===== src/rtl/dma_tcount_pkg.sv =====
// Package: shared types for the DMA transfer counter.
// Assumes: one counter event is resolved per clock; the encoding is internal.
package dma_tcount_pkg;

    localparam int BYTE_W = 8;

    // Resolved counter event, highest priority first in the arbiter.
    typedef enum logic [2:0] {
        EV_IDLE   = 3'd0,
        EV_DONE   = 3'd1,
        EV_RELOAD = 3'd2,
        EV_START  = 3'd3,
        EV_NARROW = 3'd4,
        EV_WIDE   = 3'd5
    } tcnt_ev_e;

endpackage


===== src/rtl/tcnt_shadow_bank.sv =====
// Module: tcnt_shadow_bank
// Holds the host-written shadow copy of the transfer count, one register per
// byte, plus the flag that records a write to the top byte since reset.
// Assumes: byte addresses 0..NBYTES-1; the command address is NBYTES.
module tcnt_shadow_bank
    import dma_tcount_pkg::*;
#(
    parameter int NBYTES = 3,
    parameter int ADDR_W = 2,
    localparam int CNT_W = NBYTES * BYTE_W
) (
    input  logic              clk,
    input  logic              rst_n,
    input  logic              wr_en,
    input  logic [ADDR_W-1:0] wr_addr,
    input  logic [BYTE_W-1:0] wr_data,
    output logic [CNT_W-1:0]  shadow,
    output logic              count_wr,
    output logic              hi_written
);

    localparam logic [ADDR_W-1:0] HI_ADDR = ADDR_W'(NBYTES - 1);

    logic [NBYTES-1:0] byte_hit;

    // One shadow register per count byte.
    for (genvar i = 0; i < NBYTES; i++) begin : g_byte
        assign byte_hit[i] = wr_en && (wr_addr == ADDR_W'(i));

        // Purpose: capture host data into this shadow byte.
        always_ff @(posedge clk) begin
            if (!rst_n) begin
                shadow[i*BYTE_W +: BYTE_W] <= '0;
            end else if (byte_hit[i]) begin
                shadow[i*BYTE_W +: BYTE_W] <= wr_data;
            end
        end
    end

    assign count_wr = |byte_hit;

    // Purpose: remember that the top byte has been written since reset.
    always_ff @(posedge clk) begin
        if (!rst_n) begin
            hi_written <= 1'b0;
        end else if (wr_en && (wr_addr == HI_ADDR)) begin
            hi_written <= 1'b1;
        end
    end

    AST_HI_FLAG_SET: assert property (@(posedge clk) disable iff (!rst_n)
        (wr_en && wr_addr == HI_ADDR) |=> hi_written);

    AST_SHADOW_HOLD: assert property (@(posedge clk) disable iff (!rst_n)
        !count_wr |=> $stable(shadow));

endmodule


===== src/rtl/tcnt_event_arb.sv =====
// Module: tcnt_event_arb
// Resolves the requests that touch the live counter into one event per cycle.
// Priority: completion, reload, zero-length start, beat.
// Assumes: requests are single-cycle and already synchronous to clk.
module tcnt_event_arb
    import dma_tcount_pkg::*;
(
    input  logic     done_req,
    input  logic     reload_req,
    input  logic     start_req,
    input  logic     beat_valid,
    input  logic     beat_wide,
    input  logic     count_zero,
    output logic     beat_ready,
    output tcnt_ev_e ev
);

    // Purpose: a beat may be taken only when the count is live and nothing stronger acts.
    assign beat_ready = !count_zero && !done_req && !reload_req;

    // Purpose: pick the single event that updates the counter this cycle.
    always_comb begin
        if (done_req) begin
            ev = EV_DONE;
        end else if (reload_req) begin
            ev = EV_RELOAD;
        end else if (start_req && count_zero) begin
            ev = EV_START;
        end else if (beat_valid && beat_ready) begin
            ev = beat_wide ? EV_WIDE : EV_NARROW;
        end else begin
            ev = EV_IDLE;
        end
    end

endmodule


===== src/rtl/tcnt_live_counter.sv =====
// Module: tcnt_live_counter
// The live transfer count with its terminal-count, DMA-mode and
// protocol-error flags. Acts on the event chosen by the arbiter.
// Assumes: ZERO_LEN_EXP < CNT_W so the zero-length value fits.
module tcnt_live_counter
    import dma_tcount_pkg::*;
#(
    parameter int NBYTES       = 3,
    parameter int ZERO_LEN_EXP = 16,
    localparam int CNT_W = NBYTES * BYTE_W
) (
    input  logic             clk,
    input  logic             rst_n,
    input  tcnt_ev_e         ev,
    input  logic [CNT_W-1:0] shadow,
    input  logic             count_wr,
    input  logic             cmd_wr,
    input  logic             cmd_dma,
    output logic [CNT_W-1:0] count,
    output logic             tc,
    output logic             dma_mode,
    output logic             perr
);

    localparam logic [CNT_W-1:0] ONE      = CNT_W'(1);
    localparam logic [CNT_W-1:0] TWO      = CNT_W'(2);
    localparam logic [CNT_W-1:0] ZERO_LEN = ONE << ZERO_LEN_EXP;

    // Purpose: update the live count for the resolved event.
    always_ff @(posedge clk) begin
        if (!rst_n) begin
            count <= '0;
        end else begin
            case (ev)
                EV_DONE:   count <= '0;
                EV_RELOAD: count <= shadow;
                EV_START:  count <= ZERO_LEN;
                EV_NARROW: count <= count - ONE;
                EV_WIDE:   count <= (count == ONE) ? '0 : count - TWO;
                default:   count <= count;
            endcase
        end
    end

    // Purpose: set terminal count on completion, clear it on a count write.
    always_ff @(posedge clk) begin
        if (!rst_n) begin
            tc <= 1'b0;
        end else if (ev == EV_DONE) begin
            tc <= 1'b1;
        end else if (count_wr) begin
            tc <= 1'b0;
        end
    end

    // Purpose: track the DMA bit of the latest command.
    always_ff @(posedge clk) begin
        if (!rst_n) begin
            dma_mode <= 1'b0;
        end else if (cmd_wr) begin
            dma_mode <= cmd_dma;
        end
    end

    // Purpose: sticky flag for a wide beat that would underflow; reload clears it.
    always_ff @(posedge clk) begin
        if (!rst_n) begin
            perr <= 1'b0;
        end else if (ev == EV_RELOAD) begin
            perr <= 1'b0;
        end else if (ev == EV_WIDE && count == ONE) begin
            perr <= 1'b1;
        end
    end

    AST_DONE_ZERO: assert property (@(posedge clk) disable iff (!rst_n)
        (ev == EV_DONE) |=> (count == '0 && tc));

    AST_RELOAD_COPY: assert property (@(posedge clk) disable iff (!rst_n)
        (ev == EV_RELOAD) |=> (count == $past(shadow) && !perr));

    AST_ZERO_LEN_LOAD: assert property (@(posedge clk) disable iff (!rst_n)
        (ev == EV_START) |=> (count == ZERO_LEN));

    AST_NARROW_DEC: assert property (@(posedge clk) disable iff (!rst_n)
        (ev == EV_NARROW) |=> (count == $past(count) - ONE));

    AST_NO_WRAP: assert property (@(posedge clk) disable iff (!rst_n)
        (ev == EV_WIDE && count == ONE) |=> (count == '0 && perr));

    AST_IDLE_HOLD: assert property (@(posedge clk) disable iff (!rst_n)
        (ev == EV_IDLE) |=> $stable(count));

    AST_TC_CLEAR: assert property (@(posedge clk) disable iff (!rst_n)
        (count_wr && ev != EV_DONE) |=> !tc);

endmodule


===== src/rtl/tcnt_read_mux.sv =====
// Module: tcnt_read_mux
// Combinational host read path: count bytes of the live counter, with the
// top byte replaced by the chip identifier until it has been written.
// Assumes: the command address (NBYTES) and any higher address read zero.
module tcnt_read_mux
    import dma_tcount_pkg::*;
#(
    parameter int                NBYTES  = 3,
    parameter int                ADDR_W  = 2,
    parameter logic [BYTE_W-1:0] CHIP_ID = 8'hA5,
    localparam int CNT_W = NBYTES * BYTE_W
) (
    input  logic              rst_n,
    input  logic [ADDR_W-1:0] addr,
    input  logic [CNT_W-1:0]  count,
    input  logic              hi_written,
    output logic [BYTE_W-1:0] rdata
);

    // Purpose: select the addressed byte, substituting the identifier when due.
    always_comb begin
        rdata = '0;
        for (int k = 0; k < NBYTES; k++) begin
            if (addr == ADDR_W'(k)) begin
                if (k == NBYTES - 1 && !hi_written) begin
                    rdata = CHIP_ID;
                end else begin
                    rdata = count[k*BYTE_W +: BYTE_W];
                end
            end
        end
    end

    // Purpose: immediate check that the command slot never returns data.
    always_comb begin
        if (rst_n && addr == ADDR_W'(NBYTES)) begin
            AST_CMD_READS_ZERO: assert (rdata == '0);
        end
    end

endmodule


===== src/rtl/dma_tcount.sv =====
// Module: dma_tcount (top)
// DMA transfer counter: host-written shadow bytes, reload on a DMA command,
// per-beat decrement by a transfer engine, completion and terminal count.
// Assumes: one host access per cycle; engine pulses are synchronous to clk.
module dma_tcount
    import dma_tcount_pkg::*;
#(
    parameter int          NBYTES       = 3,
    parameter int          ZERO_LEN_EXP = 16,
    parameter int          CMD_DMA_BIT  = 7,
    parameter logic [7:0]  CHIP_ID      = 8'hA5,
    localparam int ADDR_W = $clog2(NBYTES + 1),
    localparam int CNT_W  = NBYTES * BYTE_W
) (
    input  logic              clk,
    input  logic              rst_n,
    input  logic              host_wr,
    input  logic [ADDR_W-1:0] host_addr,
    input  logic [7:0]        host_wdata,
    output logic [7:0]        host_rdata,
    input  logic              xfer_start,
    input  logic              xfer_done,
    input  logic              beat_valid,
    input  logic              beat_wide,
    output logic              beat_ready,
    output logic [CNT_W-1:0]  live_count,
    output logic              tc_flag,
    output logic              dma_mode,
    output logic              proto_err
);

    localparam logic [ADDR_W-1:0] CMD_ADDR = ADDR_W'(NBYTES);

    logic [CNT_W-1:0] shadow;
    logic             count_wr;
    logic             hi_written;
    logic             cmd_wr;
    logic             reload_req;
    tcnt_ev_e         ev;

    assign cmd_wr     = host_wr && (host_addr == CMD_ADDR);
    assign reload_req = cmd_wr && host_wdata[CMD_DMA_BIT];

    tcnt_shadow_bank #(
        .NBYTES (NBYTES),
        .ADDR_W (ADDR_W)
    ) u_shadow (
        .clk        (clk),
        .rst_n      (rst_n),
        .wr_en      (host_wr),
        .wr_addr    (host_addr),
        .wr_data    (host_wdata),
        .shadow     (shadow),
        .count_wr   (count_wr),
        .hi_written (hi_written)
    );

    tcnt_event_arb u_arb (
        .done_req   (xfer_done),
        .reload_req (reload_req),
        .start_req  (xfer_start),
        .beat_valid (beat_valid),
        .beat_wide  (beat_wide),
        .count_zero (live_count == '0),
        .beat_ready (beat_ready),
        .ev         (ev)
    );

    tcnt_live_counter #(
        .NBYTES       (NBYTES),
        .ZERO_LEN_EXP (ZERO_LEN_EXP)
    ) u_live (
        .clk      (clk),
        .rst_n    (rst_n),
        .ev       (ev),
        .shadow   (shadow),
        .count_wr (count_wr),
        .cmd_wr   (cmd_wr),
        .cmd_dma  (host_wdata[CMD_DMA_BIT]),
        .count    (live_count),
        .tc       (tc_flag),
        .dma_mode (dma_mode),
        .perr     (proto_err)
    );

    tcnt_read_mux #(
        .NBYTES  (NBYTES),
        .ADDR_W  (ADDR_W),
        .CHIP_ID (CHIP_ID)
    ) u_rd (
        .rst_n      (rst_n),
        .addr       (host_addr),
        .count      (live_count),
        .hi_written (hi_written),
        .rdata      (host_rdata)
    );

    AST_NONDMA_HOLD: assert property (@(posedge clk) disable iff (!rst_n)
        (cmd_wr && !host_wdata[CMD_DMA_BIT] && !xfer_done && !xfer_start && !beat_valid)
        |=> ($stable(live_count) && !dma_mode));

    AST_ZERO_NO_BEAT: assert property (@(posedge clk) disable iff (!rst_n)
        (live_count == '0 && !reload_req && !xfer_start) |=> (live_count == '0));

endmodule


===== config.mk =====
export PLATFORM = sky130hd
export DESIGN_NAME = dma_tcount
export DESIGN_NICKNAME = d
export VERILOG_FILES = /design/src/rtl/dma_tcount_pkg.sv /design/src/rtl/tcnt_shadow_bank.sv /design/src/rtl/tcnt_event_arb.sv /design/src/rtl/tcnt_live_counter.sv /design/src/rtl/tcnt_read_mux.sv /design/src/rtl/dma_tcount.sv
export SDC_FILE = /design/constraint.sdc
export NUM_CORES = 1
export LEC_CHECK = 0
export ABC_AREA = 1
export BUFFER_PORTS_ARGS = -buffer_cell sky130_fd_sc_hd__clkbuf_2
export CORE_ASPECT_RATIO = 1.25
export CORE_MARGIN = 2
export CORE_UTILIZATION = 56
export DETAILED_ROUTE_END_ITERATION = 10
export GPL_ROUTABILITY_DRIVEN = 0
export PLACE_DENSITY = 0.78
export SYNTH_ARGS = -nofsm -noshare
export SYNTH_HDL_FRONTEND = slang
export SYNTH_SLANG_ARGS = --single-unit

===== constraint.sdc =====
create_clock -name clk -period 5.5 [get_ports clk]
set_input_delay 0.825 -clock clk [delete_from_list [all_inputs] [get_ports clk]]
set_output_delay 0.825 -clock clk [all_outputs]
set_load 0.01 [all_outputs]

Word-level counts from Yosys, hierarchy flattened
Index checks and enable logic that the tools add are counted.
{ "word_totals": {"ff_bits": 52, "latch_bits": 0, "mem_bits_rw": 0, "mem_bits_ro": 0, "elab_cells": 52, "n_memories": 0} }
{ "op_classes": {"n_addsub": 2, "multipliers": 0, "div": 0, "magnitude_cmp": 0, "n_eq_ne": 9, "n_shift": 0, "n_mux": 13, "n_bitwise": 1, "reduce_logical": 19} }
{ "op_table": {"columns": ["operator", "count"], "rows": [
  ["$pmux 24 s5", 1],
  ["$mux 8", 4],
  ["$eq 24x1->1 const B", 1],
  ["$logic_not 24->1", 1],
  ["$mux 24", 1],
  ["$sub 24x1->24 const B", 1],
  ["$sub 24x2->24 const B", 1],
  ["$mux 3", 4],
  ["$logic_and 1x1->1", 10],
  ["$eq 3x2->1 const B", 2],
  ["$eq 3x3->1 const B", 2],
  ["$reduce_bool 5->1", 1],
  ["$eq 2x2->1 const B", 2],
  ["$eq 3x1->1 const B", 1],
  ["$logic_not 1->1", 3],
  ["$mux 1", 3],
  ["$reduce_or 3->1", 1],
  ["$eq 2x1->1 const B", 1],
  ["$logic_not 2->1", 1],
  ["$reduce_bool 2->1", 1],
  ["$reduce_or 2->1", 1],
  ["$not 1->1", 1]
]} }

Logic depth before layout (Yosys ltp)
{ "depth": {"ltp_word": 12, "ltp_mapped": 14, "depth_no_buf": 14} }

By module
A second synthesis with hierarchy kept.
{ "unflattened": {"hier_cells": 679, "hier_area_um2": 4056.4} }
{ "modules_own_cells": {"columns": ["module", "instances", "cells_per_inst", "area_per_inst_um2", "seq_area_each_um2"], "rows": [
  ["tcnt_live_counter", 1, 430, 2563.7, 540.5],
  ["tcnt_shadow_bank", 1, 162, 1111.1, 500.5],
  ["tcnt_read_mux", 1, 53, 232.7, 0.0],
  ["dma_tcount", 1, 23, 96.3, 0.0],
  ["tcnt_event_arb", 1, 11, 52.6, 0.0]
]} }

Least setup slack after synthesis
OpenSTA, ideal clock, no wires.
{ "synth_path": {"path_type": "input to output", "startpoint": "input host_addr[0]", "endpoint": "output host_rdata[0]", "arrival_ps": 1636, "required_ps": 4675, "slack_ps": 3039, "stages": 5, "path_buffers": 1, "path_cell_list": "inv_1 nor2_1 clkbuf_1 nand2_1 o211ai_1"} }
{ "synth_via": {"elab_chain_len": 4, "word_cells_on_any_way": 6} }
{ "synth_lines": {"columns": ["element", "line", "source"], "rows": [
  ["start, declared", "dma_tcount.sv:18", "input logic [ADDR_W-1:0] host_addr,"],
  ["$logic_not 2->1", "tcnt_read_mux.sv:24", "if (addr == ADDR_W'(k)) begin"],
  ["$mux 8 (2 in series)", "tcnt_read_mux.sv:24", null],
  ["$mux 8 (*)", "tcnt_read_mux.sv:24", null],
  ["end, declared", "dma_tcount.sv:20", "output logic [7:0] host_rdata,"]
]} }
Mark *: on every way between the ends. The rest lies on a longest branch, timed or not.

Worst setup path after layout
{ "layout_path": {"startpoint": "input host_addr[0]", "endpoint": "output host_rdata[1]"} }
Same word-level chain as after synthesis.

==> impl_metrics.csv <==
group,metric,value,unit
critical_path,cp_common_cell,"clkbuf_2",
clock_network,cts_tree,"done",
routing,drt-total-wl,11.42,mm
power,combPwrFrac,0.715,
critical_path,worstSetupStartpointType,"primary input",
hold_path,hp-class,"reg -> reg",
critical_path,crit_arrival,2.31,ns
synthesis,synth_most_common_cell,"nand2_1",
place,numPlacedInstances,707,
finish,instances_no_fill,715,
synthesis,synthCells,594,
critical_path,required,4.68,ns
finish,antenna_cells,0,
sta,fin_skew,0.008567,ns
status,outcome,"completed",
synthesis,yosys_warnings,0,
synthesis,ys_ff_latch,52,
synthesis,synth_mux_area_frac,0,
critical_path,path_class,"in -> out",
power,power_switching,1.559,mW
synthesis,synth-edff-count,0,
synthesis,synth_area_leader_cell,"dfxtp_1",
power,p_int,1.154,mW
clock_network,ctsResizeCount,0,
power,leakage,2.071,nW
sta,setup_violations,0,
routing,ant_nets,0,
synthesis,synth.top_cell.area_share,0.2705,
power,ir_worst_vdd,0.0002883,V
power,pwr-share-clk,0.088,
sta,report.final.slew_viol_count,0,
clock_network,h-tree-depth,2,
sta,max_freq,0.3188,GHz
run,maxCapViolCount,0,
die,start_util,0.5826,
sta,rsz0062_at_grt,"false",
synthesis,synth_commonest_cells,"nand2_1 (148), inv_1 (76), nor2_1 (67), dfxtp_1 (52), nand4_1 (39)",
die,fp.coreArea,0.006606,mm2
sta,min_period,3.137,ns
routing,drc,0,
clock_network,cts_setup_buffers,0,
synthesis,avgSynthCellArea,6.479,um2
die,die_w,78.15,um
routing,vias_per_cell,5.814,
synthesis,synth_compound_area_frac,0.07672,
die,die-height,96.69,um
global_routing,grt_pass1_vias,3851,
sta,period_share,0.5703,
finish,drive_gt1_frac,0.1736,
die,die-area,0.007556,mm2
power,p_seq_frac,0.197,
global_routing,antenna_found_initial,0,
clock_network,cts.sinks,52,
clock_network,cts_buffers,5,
clock_network,path_clk_slew,0.10,ns
synthesis,synthFlopType,"dfxtp_1",
synthesis,synth_top_family_by_area,"simple AND/OR/NAND/NOR gates",
clock_network,cts_hold_buf,0,
critical_path,cp_slowest_cell,"nor2_1",
sta,finalHoldViolCount,0,
routing,dr.pass1.iters,6,
sta,relSlewSlack,0.2393,
critical_path,crit_path_cell_trace,"clkbuf_2, inv_1, nor2_1, nand2_1, o221ai_1, clkbuf_2",
routing,drt_iter0_drc,427,
finish,layout.nets,649,
place,hpwl,8.481,mm
synthesis,synthArstFlopShare,0,
sta,worstMarginPinSlew,1.140,ns
finish,n_fill_cell,657,
global_routing,grt_max_degree,36,
clock_network,clk_latency,0.32,ns
synthesis,synth_xor_xnor_area_share,0.08192,
clock_network,root_buffer,"clkbuf_8",
global_routing,grt_overflow,0,
synthesis,synth_area_leaders,"dfxtp_1 (27%), nand2_1 (14%), xor2_1 (7.7%)",
routing,vias,4157,
sta,hold_ws,0.4651,ns
sta,tns,0,ns
synthesis,synth_cell_types,31,
global_routing,grt_pass1_wl,18.31,mm
synthesis,synth_nets,616,
finish,syn2layout_area_growth,7.835,%
synthesis,synth_fa_ha_area_frac,0.01625,
power,p_sw_frac,0.5746,
synthesis,synth_area,0.003849,mm2
die,ios,53,
synthesis,ys_seq_area_frac,0.2705,
global_routing,grtUsageTotal,0.3047,
synthesis,synthSimpleGateAreaFrac,0.4317,
power,p_per_area,653.7,mW/mm2
routing,wl_per_cell,15.97,um
place,port_buffers,52,
clock_network,cts_buffer_depth,2,
critical_path,critPathCaptureType,"output pin",
critical_path,crit_fanout,17,
critical_path,crit_path_max_incr_delay,0.80,ns
die,rows,33,
[power by group through the flow]
stage | Sequential (mW) | Clock (mW) | Combinational, mW
finish | 0.535 | 0.238 | 1.94
detailed placement | 0.538 | 0 | 1.88
floorplan | 0.525 | 0 | 1.53
global route | 0.540 | 0.255 | 2.12
global placement | 0.537 | 0 | 1.83
CTS | 0.529 | 0.244 | 1.90
[layout make-up]
| cell class | instances | area, um2 | share of cell area |
|---|---|---|---|
| Inverter | 82 | 307.8 | 0.07416 |
| Clock inverter | 2 | 17.52 | 0.004221 |
| Tap cell | 87 | 108.9 | 0.02623 |
| Sequential cell | 52 | 1041 | 0.2508 |
| Timing Repair Buffer | 53 | 267.8 | 0.06452 |
| Multi-Input combinational cell | 433 | 2335 | 0.5626 |
| Clock buffer | 6 | 72.57 | 0.01749 |
[cells in the final DEF (no fill, tap or decap), drive strengths merged, types with 5 or more instances in the layout]
| cell | netlist | layout |
|---|---|---|
| nand3 | 57 | 57 |
| nor2 | 83 | 83 |
| clkbuf | 12 | 58 |
| o21ai | 23 | 23 |
| nand4 | 40 | 40 |
| inv | 79 | 81 |
| xor2 | 34 | 34 |
| a21oi | 23 | 23 |
| dfxtp | 52 | 52 |
| nand2 | 152 | 152 |
| ha | 5 | 5 |
[path summary, 6_finish.rpt]
check                                    startpoint                   to  cells past startpoint  slack (ns)
worst max-delay path                   host_addr[0]        host_rdata[1]                      6        2.36
worst min-delay path            u_shadow.shadow[19]  u_shadow.shadow[19]                      2        0.47
worst max register to register      u_live.count[1]     u_live.count[16]                     11        2.44
worst min register to register  u_shadow.shadow[19]  u_shadow.shadow[19]                      2        0.47
[worst max-delay path: cells and delay by family]
kind,cells,cell delay (ns)
buf+inv,3,0.34
simple gates,2,0.97
compound gates,1,0.16
[metrics by stage]
| step | worst slack [ns] | cell area [um2] | utilization | power, mW |
|---|---|---|---|---|
| 5_1_grt | 2.144 | 4150 | 0.6282 | 2.919 |
| 2_1_floorplan | 3.039 | 3849 | - | 2.052 |
| 3_5_place_dp | 2.119 | 4060 | 0.6146 | 2.420 |
| 3_3_place_gp | 2.232 | 4060 | 0.6146 | 2.367 |
| 4_1_cts | 2.438 | 4150 | 0.6282 | 2.669 |
| 6_report | 2.363 | 4150 | 0.6282 | 2.713 |
[flip-flops by register name, summed over array words and instances, names as in the netlist]
name and flops:
u_live.count 24, u_shadow.shadow 24, u_shadow.hi_written 1, u_live.perr 1, u_live.tc 1, u_live.dma_mode 1
[cells by family after synthesis]
| logic type | count (synthesis) |
|---|---|
| flops | 52 |
| compound gates | 54 |
| fa+ha+maj | 5 |
| simple gates | 338 |
| xor+xnor | 36 |
| buf+inv | 109 |
[routing by layer]
metal / up-vias / part of all wire / track usage
met4: 0 / 0.056 / 0.1876
met3: 53 / 0.079 / 0.02425
met5: - / 0 / 0
li1: 1971 / - / -
met1: 1875 / 0.39 / 0.3776
met2: 258 / 0.48 / 0.5073
No activity file was read; power rests on OpenSTA's default activity.
